### src/rtl/bitaddr_pkg.sv
package bitaddr_pkg;
  localparam int unsigned XLEN = 64;
  localparam int unsigned HALF = XLEN / 2;
  localparam int unsigned IDXW = $clog2(XLEN);

  typedef enum logic [3:0] {
    OP_SET    = 4'd0,
    OP_CLR    = 4'd1,
    OP_INV    = 4'd2,
    OP_EXT    = 4'd3,
    OP_SC1    = 4'd4,
    OP_SC2    = 4'd5,
    OP_SC3    = 4'd6,
    OP_SC1_W  = 4'd7,
    OP_SC2_W  = 4'd8,
    OP_SC3_W  = 4'd9,
    OP_ADD_W  = 4'd10,
    OP_SLL_W  = 4'd11
  } op_e;

  function automatic logic [XLEN-1:0] f_onehot(input logic [IDXW-1:0] idx);
    logic [XLEN-1:0] one;
    one = {{(XLEN-1){1'b0}}, 1'b1};
    return one << idx;
  endfunction

  function automatic logic [XLEN-1:0] f_zext_low(input logic [XLEN-1:0] a);
    return {{(XLEN-HALF){1'b0}}, a[HALF-1:0]};
  endfunction

  function automatic logic [XLEN-1:0] f_place_low(input logic [XLEN-1:0] a,
                                                  input logic [IDXW-1:0] sh);
    return f_zext_low(a) << sh;
  endfunction
endpackage

### src/rtl/bitaddr_decode.sv
module bitaddr_decode
  import bitaddr_pkg::*;
(
  input  logic [3:0] op_sel,
  input  logic       mode64,
  input  logic       en_single,
  input  logic       en_addr,
  output logic       is_single,
  output logic       is_scaled,
  output logic       is_place,
  output logic       is_word,
  output logic [1:0] scale,
  output logic [1:0] bit_kind,
  output logic       illegal
);
  logic reserved;

  always_comb begin
    is_single = 1'b0;
    is_scaled = 1'b0;
    is_place  = 1'b0;
    is_word   = 1'b0;
    scale     = 2'd0;
    bit_kind  = op_sel[1:0];
    reserved  = 1'b0;
    case (op_sel)
      OP_SET, OP_CLR, OP_INV, OP_EXT: is_single = 1'b1;
      OP_SC1: begin is_scaled = 1'b1; scale = 2'd1; end
      OP_SC2: begin is_scaled = 1'b1; scale = 2'd2; end
      OP_SC3: begin is_scaled = 1'b1; scale = 2'd3; end
      OP_SC1_W: begin is_scaled = 1'b1; is_word = 1'b1; scale = 2'd1; end
      OP_SC2_W: begin is_scaled = 1'b1; is_word = 1'b1; scale = 2'd2; end
      OP_SC3_W: begin is_scaled = 1'b1; is_word = 1'b1; scale = 2'd3; end
      OP_ADD_W: begin is_scaled = 1'b1; is_word = 1'b1; scale = 2'd0; end
      OP_SLL_W: begin is_place = 1'b1; is_word = 1'b1; end
      default: reserved = 1'b1;
    endcase
    illegal = reserved
            | (is_single & ~en_single)
            | ((is_scaled | is_place) & ~en_addr)
            | (is_word & ~mode64);
  end

  always_comb begin
    if (is_word && !mode64)
      a_r11_word_needs_mode64: assert (illegal);
    if (op_sel >= 4'd12)
      a_r13_reserved_illegal: assert (illegal);
  end
endmodule

### src/rtl/bit_single_ops.sv
module bit_single_ops
  import bitaddr_pkg::*;
#(
  parameter int unsigned W  = XLEN,
  localparam int unsigned IW = $clog2(W)
) (
  input  logic [W-1:0]  src,
  input  logic [IW-1:0] idx,
  input  logic [1:0]    kind,
  output logic [W-1:0]  res
);
  logic [W-1:0] mask;
  logic [W-1:0] shifted;

  assign mask    = {{(W-1){1'b0}}, 1'b1} << idx;
  assign shifted = src >> idx;

  always_comb begin
    case (kind)
      2'd0:    res = src | mask;
      2'd1:    res = src & ~mask;
      2'd2:    res = src ^ mask;
      default: res = {{(W-1){1'b0}}, shifted[0]};
    endcase
  end

  always_comb begin
    if (kind != 2'd3)
      a_r3_single_bit_touched: assert ($countones(res ^ src) <= 1);
    if (kind == 2'd3)
      a_r4_extract_upper_zero: assert (res[W-1:1] == '0);
  end
endmodule

### src/rtl/scaled_adder.sv
module scaled_adder
  import bitaddr_pkg::*;
#(
  parameter int unsigned W      = XLEN,
  parameter int unsigned MAXSH  = 3,
  localparam int unsigned SW    = $clog2(MAXSH + 1)
) (
  input  logic [W-1:0]  a,
  input  logic [W-1:0]  b,
  input  logic          word,
  input  logic [SW-1:0] scale,
  output logic [W-1:0]  sum
);
  logic [W-1:0] opa;
  logic [W-1:0] cand [MAXSH+1];

  assign opa = word ? {{(W-W/2){1'b0}}, a[W/2-1:0]} : a;

  for (genvar k = 0; k <= int'(MAXSH); k++) begin : g_scale
    assign cand[k] = (opa << k) + b;
  end

  always_comb begin
    sum = cand[0];
    for (int k = 0; k <= int'(MAXSH); k++)
      if (scale == SW'(k)) sum = cand[k];
  end
endmodule

### src/rtl/bitaddr_unit.sv
module bitaddr_unit
  import bitaddr_pkg::*;
(
  input  logic [63:0] src_a,
  input  logic [63:0] src_b,
  input  logic [5:0]  imm_idx,
  input  logic        use_imm,
  input  logic [3:0]  op_sel,
  input  logic        mode64,
  input  logic        en_single,
  input  logic        en_addr,
  output logic [63:0] result,
  output logic        illegal
);
  localparam int unsigned NARROW = $clog2(HALF);

  logic            is_single, is_scaled, is_place, is_word;
  logic [1:0]      scale, bit_kind;
  logic [IDXW-1:0] raw_idx, eff_idx;
  logic [XLEN-1:0] single_res, scaled_res, place_res;

  bitaddr_decode dec_i (
    .op_sel(op_sel), .mode64(mode64), .en_single(en_single), .en_addr(en_addr),
    .is_single(is_single), .is_scaled(is_scaled), .is_place(is_place),
    .is_word(is_word), .scale(scale), .bit_kind(bit_kind), .illegal(illegal)
  );

  assign raw_idx = use_imm ? imm_idx : src_b[IDXW-1:0];
  assign eff_idx = mode64 ? raw_idx
                          : {{(IDXW-NARROW){1'b0}}, raw_idx[NARROW-1:0]};

  bit_single_ops #(.W(XLEN)) bits_i (
    .src(src_a), .idx(eff_idx), .kind(bit_kind), .res(single_res)
  );

  scaled_adder #(.W(XLEN), .MAXSH(3)) adder_i (
    .a(src_a), .b(src_b), .word(is_word), .scale(scale), .sum(scaled_res)
  );

  assign place_res = f_place_low(src_a, eff_idx);

  always_comb begin
    if (illegal)        result = '0;
    else if (is_single) result = single_res;
    else if (is_scaled) result = scaled_res;
    else if (is_place)  result = place_res;
    else                result = '0;
  end

  always_comb begin
    if (illegal)
      a_r13_illegal_zero: assert (result == '0);
    if (!illegal && is_place && eff_idx != '0)
      a_r10_place_low_clear: assert ((result & (f_onehot(eff_idx) - 64'd1)) == '0);
    if (!illegal && op_sel == OP_SET)
      a_r1_set_bit_high: assert (result[eff_idx] == 1'b1);
    if (!illegal && op_sel == OP_CLR)
      a_r2_clear_bit_low: assert (result[eff_idx] == 1'b0);
  end
endmodule

### config.mk
export PLATFORM = sky130hd
export DESIGN_NAME = bitaddr_unit
export DESIGN_NICKNAME = d
export VERILOG_FILES = /design/src/rtl/bitaddr_pkg.sv /design/src/rtl/bitaddr_decode.sv /design/src/rtl/bit_single_ops.sv /design/src/rtl/scaled_adder.sv /design/src/rtl/bitaddr_unit.sv
export SDC_FILE = /design/constraint.sdc
export NUM_CORES = 1
export LEC_CHECK = 0
export BUFFER_PORTS_ARGS = -buffer_cell sky130_fd_sc_hd__buf_4
export CELL_PAD_IN_SITES_DETAIL_PLACEMENT = 0
export CELL_PAD_IN_SITES_GLOBAL_PLACEMENT = 1
export CORE_ASPECT_RATIO = 0.6
export CORE_MARGIN = 2
export CORE_UTILIZATION = 35
export DETAILED_ROUTE_END_ITERATION = 8
export PLACE_DENSITY = 0.73
export REMOVE_ABC_BUFFERS = 1
export SLEW_MARGIN = 20
export SYNTH_ARGS = -nofsm -noshare
export SYNTH_HDL_FRONTEND = slang
export SYNTH_HIERARCHICAL = 1
export SYNTH_SLANG_ARGS = --single-unit
### constraint.sdc
create_clock -name vclk -period 10.51
set_input_delay 0 -clock vclk [all_inputs]
set_output_delay 0 -clock vclk [all_outputs]
set_load 0.05 [all_outputs]
==> results of run 1 <==
==> cell usage after synthesis, types with 39 or more instances <==
master      n  area (um^2)
nand2b_1   41          257
nor2_1    270         1010
o22ai_1    66          413
a31oi_1    76          475
clkbuf_1  158          593
mux2i_1    89          891
xor2_1    123         1080
o211ai_1   58          435
mux4_2     64         1440
a21oi_1   412         2060
xnor2_1   173         1520
nand2_1   468         1760
a32oi_1    48          420
o21ai_0   254         1270
nand4_1    39          244
inv_1     209          785
a211oi_1   44          330
nor2b_1    96          601
nor3_1     70          350
nand3_1    71          355
buf_2      79          395
ha_1      313         3920
a21o_1    123          923
==> cells by family after synthesis <==
kind of cell	Yosys count	synth area share, %
buffers and inverters	521	8.47
AO/OA/AOI/OAI	1469	35.8
XOR/XNOR	296	9.46
multiplexers	173	9.73
AND/OR/NAND/NOR	1219	21.0
adder cells (fa/ha/maj)	343	15.5
==> layout make-up <==
cell class | instances | area [um^2]
Inverter | 222 | 836
Timing Repair Buffer | 251 | 1900
Fill cell | 8424 | 48300
Multi-Input combinational cell | 3500 | 25200
Tap cell | 1053 | 1320
==> metal layers <==
metal  track usage (%)  part of all wire (%)
met5                 0                 0.041
met4              2.67                   1.0
met3              9.89                    15
met2              38.6                    35
met1              51.2                    48
==> power by group through the flow <==
| stage | combinational, mW | clock, mW | sequential, mW |
|---|---|---|---|
| 6_report | 2.19 | 0 | 0 |
| 2_1_floorplan | 1.37 | 0 | 0 |
| 5_1_grt | 2.32 | 0 | 0 |
| 4_1_cts | 2.11 | 0 | 0 |
| 3_3_place_gp | 2.10 | 0 | 0 |
| 3_5_place_dp | 2.10 | 0 | 0 |
==> how the worst min path moves through the flow <==
stage,end,cells past startpoint,slack (ns)
finish,result[57],4,0.58
CTS,result[57],4,0.59
detailed placement,result[57],4,0.58
global placement,result[57],4,0.58
global route,result[57],4,0.60
floorplan,result[43],3,0.31
==> through the flow <==
stage	power, mW	area, um^2	util [%]
after global placement	2.10	29200	37.7
after global routing	2.32	29200	37.7
after detailed placement	2.10	29200	37.7
after floorplan	1.37	25900	-
final	2.19	29200	37.7
after CTS	2.11	29200	37.7
==> worst max-delay path, stage by stage <==
cell       delay, ns
buf_4           0.52
nand3_1         0.30
nand2b_4        0.45
buf_12          0.46
inv_2           0.27
buf_4           0.31
nand2_1         0.14
a221oi_1        0.09
or3_1           0.41
a21oi_2         0.41
o221ai_2        0.30
a31oi_1         0.56
o32a_1          0.29
nor2_1          0.06
nor4_1          0.56
a21oi_1         0.20
and3_1          0.24
a2111oi_1       0.68
buf_4           0.33
==> results.md, run 1 <==
- Starting Density: 35.4%
- Crit Path Max Fanout: 131
- Commonest non-fill, non-tap cell in the layout: nand2_1
- DRT iter0 DRCs: 4,968
- Leading cell types in the layout, fill and taps excluded: nand2_1, a21oi_1, ha_1
- Final hold slack: 0.583 ns
- Setup WS pre-CTS: 4.15 ns
- Tmin final: about 6.7 ns
- Final setup vio count: 0
- Critical Path End Type: output pin
- Layout Cells excl Fill: 5,026
- Drt wl/cell: 26.4 um
- Outcome: finished clean
- Layout cells sized above 1: a little under an eighth
- Hpwl dp: 107 mm
- IO buf count: 207
- Slew HR: 11.0%
- Worst Hold Class: in -> out
- Cells after synthesis: 4,021
- Final wirelength: 133 mm
- Vias in the first global route: 28,200
- Largest net degree at the start of global routing: 132
- Sequential Area: 0 um^2
- Setup WS post-layout: between 3 and 4 ns
- Sequential area share after synthesis: 0%
- Warnings, synthesis: 6
- WP data arrival: about 6.7 ns
- Aggregate global routing overflow: 0
- Leak pwr: 12.1 nW
- DR vias/cell: 6.49
- Initial antenna violation count: 4
- Antenna viol nets, final: 0
- DRC: 0
- Setup Buffers After CTS: 0
- Min-delay src: mode64
- Crit Path Class: in -> out
- Endpoints failing hold: 0
- Cell Rows: 79
- Synth-to-Final Area Change: 6.60%
- DIE HEIGHT: between 200 and 250 um
- Worst slew pin tran: 1.33 ns
- TNS Setup: 0 ns
- Core outline area: 77,500 um^2
- Max Cap Viol: 0
- Critical path startpoint category: primary input
- Nets@finish: approximately 4,400
- Power Density: 75.0 nW/um^2
- Cell variety after synth: 129
- Hold buffer count at CTS: 0
- Comb power frac: 100.0%
- ANT cells: 0
- Peak supply drop: 0.0399 mV
- Power share of the sequential group: 0%
- Post-synthesis instance area: 27,400 um^2
- Worst setup path startpoint: op_sel[0]
- Placed cell count: 5,026
- Horiz. Die Dim: 365 um
- Number of clock buffers in the layout: 0
- Net Switching: roughly 1.4 mW
- Tot GR Track Use: 31.2%
- Sw Share: 65.3%
- Internal Dissipation: 0.761 mW
- Fmax: between 100 and 150 MHz
- Drt first pass iters: 7
- Final Max Slew Viols: 0
- Post-Synthesis Mean Instance Area: 6.82 um^2
- Post-CTS Resized: 0
- Tcrit/Tclk final: a little under two thirds
- Clock power share: 0%
- WP data required: 10.51 ns
- IO Count: 207
- First-pass GRT wire length: 192 mm
- Routability cong.: 1.04
- Worst Setup EP: result[56]
- Vias: 32,600
- Die ar.: 80,600 um^2
- FF+latch count: 0
- RSZ-0062 raised after global routing: no
(Power assumes the default switching activity.)
==> run 2: changes to the inputs <==
==> constraint.sdc (replaced) <==
create_clock -name vclk -period 6.2
set_input_delay 0 -clock vclk [all_inputs]
set_output_delay 0 -clock vclk [all_outputs]
set_load 0.05 [all_outputs]
==> run 2 against run 1 <==
  * Sequential share of layout area is the same
  * Critical path depth grew 2
  * Worst setup slack lost 3.7 ns
  * First-iteration DRC count grew 4.1%
  * Sequential cell count is the same
  * Routed wire length grew 2.7%
  * Via count grew 0.86%
  * Core utilization grew 0.47 points
  * Non-clock buffer count grew 46
  * Global-route usage grew 1.0 points
  * Worst hold slack gained 0.012 ns
  * Die area is the same
==> results.md, run 2 (synthesis gave the netlist of run 1 again) <==
- Outcome: finished clean
- Sequential Area: 0 um^2 (unchanged)
- IO Count: 207 (unchanged)
- Critical Path End Type: output pin
- Horiz. Die Dim: 365 um (unchanged)
- Final setup vio count: 0 (unchanged)
- Layout cells sized above 1: 12.5% (+1.1 points)
- WP data arrival: 6.13 ns (-0.59 ns)
- DRT iter0 DRCs: 5,174 (+4.1%)
- Setup WS post-layout: 0.0738 ns (-3.71 ns)
- Crit Path Class: in -> out
- Multi-input logic area: 25,200 um^2 (about the same)
- Leading cell types in the layout, fill and taps excluded: nand2_1, a21oi_1, ha_1
- Worst slew pin tran: 1.14 ns (-0.193 ns)
- Setup WS pre-CTS: 0.215 ns (-3.93 ns)
- Cell Rows: 79 (unchanged)
- Nets@finish: 4,480 (+1.0%)
- Vias: 32,900 (+0.86%)
- DR vias/cell: 6.48 (about the same)
- Number of clock buffers in the layout: 0 (unchanged)
- Max Cap Viol: 0 (unchanged)
- Aggregate global routing overflow: 0 (unchanged)
- Tmin final: a little over 6 ns
- First-pass GRT wire length: 197 mm (+2.8%)
- Endpoints failing hold: 0 (unchanged)
- Initial antenna violation count: 2 (-2)
- Largest net degree at the start of global routing: 74 (-44%)
- Core outline area: 77,500 um^2 (unchanged)
- Starting Density: 35.4% (unchanged)
- Routability cong.: 1.05 (+0.97%)
- Tot GR Track Use: 32.3% (+1.0 points)
- Placed cell count: 5,072 (+0.92%)
- Critical path startpoint category: primary input
- Antenna viol nets, final: 0 (unchanged)
- DRC: 0 (unchanged)
- Commonest non-fill, non-tap cell in the layout: nand2_1
- IO buf count: 207 (unchanged)
- Synth-to-Final Area Change: 7.93%
- Final Max Slew Viols: 0 (unchanged)
- Vias in the first global route: 28,900 (+2.3%)
- DIE HEIGHT: 221 um (unchanged)
- Tcrit/Tclk final: 98.8%
- Crit Path Max Fanout: 13 (-90%)
- Hpwl dp: 110 mm (+2.3%)
- Drt wl/cell: 26.8 um (+1.7%)
- RSZ-0062 raised after global routing: no
- FF+latch count: 0 (unchanged)
- Fmax: 163 MHz
- Worst Hold Class: in -> out
- Slew HR: 24.0% (+13 points)
- Final hold slack: 0.594 ns (+0.0115 ns)
- Drt first pass iters: 6 (-1)
- Die ar.: 80,600 um^2 (unchanged)
- Fill cell count: 8,461 (+0.44%)
- WP data required: 6.20 ns (-4.31 ns)
- Final wirelength: 136 mm (+2.7%)
- Layout Cells excl Fill: 5,073 (+0.94%)
[run 2: cell count changes in the layout (fill, tap and decap cells not counted), moves of 2 or more]
cell	change
a21oi_1	-2
buf_4	+46
nor2b_2	+3
a2111oi_2	-2
a21oi_2	+2
nor2b_1	-3
a2111oi_1	+2
[run 2: layout make-up]
| cell class | instances | area share [%] |
|---|---|---|
| multi-input cells | 3500 | 85.1 |
| repair buffers | 297 | 7.58 |
| well taps | 1053 | 4.45 |
| inverters | 222 | 2.83 |
| diodes | 1 | 0.00846 |
[run 2: metrics by stage]
| stage | cell area (um^2) | setup TNS (ns) | utilization [%] |
|---|---|---|---|
| 2_1_floorplan | 25900 | -51.31 | - |
| 3_3_place_gp | 29600 | 0 | 38.1 |
| 3_5_place_dp | 29600 | 0 | 38.1 |
| 4_1_cts | 29600 | 0 | 38.1 |
| 5_1_grt | 29600 | 0 | 38.2 |
| 6_report | 29600 | 0 | 38.2 |
[run 2: final timing paths]
| path | start | to | slack (ns) | cells past startpoint |
|---|---|---|---|---|
| min | mode64 | illegal | 0.59 | 3 |
| max | src_a[0] | result[44] | 0.07 | 21 |
[run 2: worst max-delay path, stage by stage]
cell	delay, ns
buf_4	0.17
ha_1	0.25
fa_1	0.41
a21o_1	0.20
a221oi_2	0.33
a21oi_1	0.28
a21oi_1	0.50
nor4_1	0.17
a311o_1	0.50
a21oi_2	0.26
a2bb2oi_1	0.54
mux2i_1	0.26
nand2_1	0.08
xnor2_1	0.13
o221ai_1	0.52
a21o_1	0.25
nor2_1	0.05
o31a_1	0.10
o221a_2	0.13
a2111oi_2	0.67
buf_4	0.32
[run 2: routing by layer]
layer,part of all wire [%],vias up,global-route usage (%)
li1,-,14900,-
met1,47,15800,50.8
met2,36,2055,40.7
met3,16,106,12.5
met4,1.0,2,2.88
met5,0.012,-,0
[run 2: timing repair]
item,in CTS,in global routing
hold buffers,0,0
buffers inserted,0,0
endpoints found under the setup margin,0,2
gates resized for setup,0,6
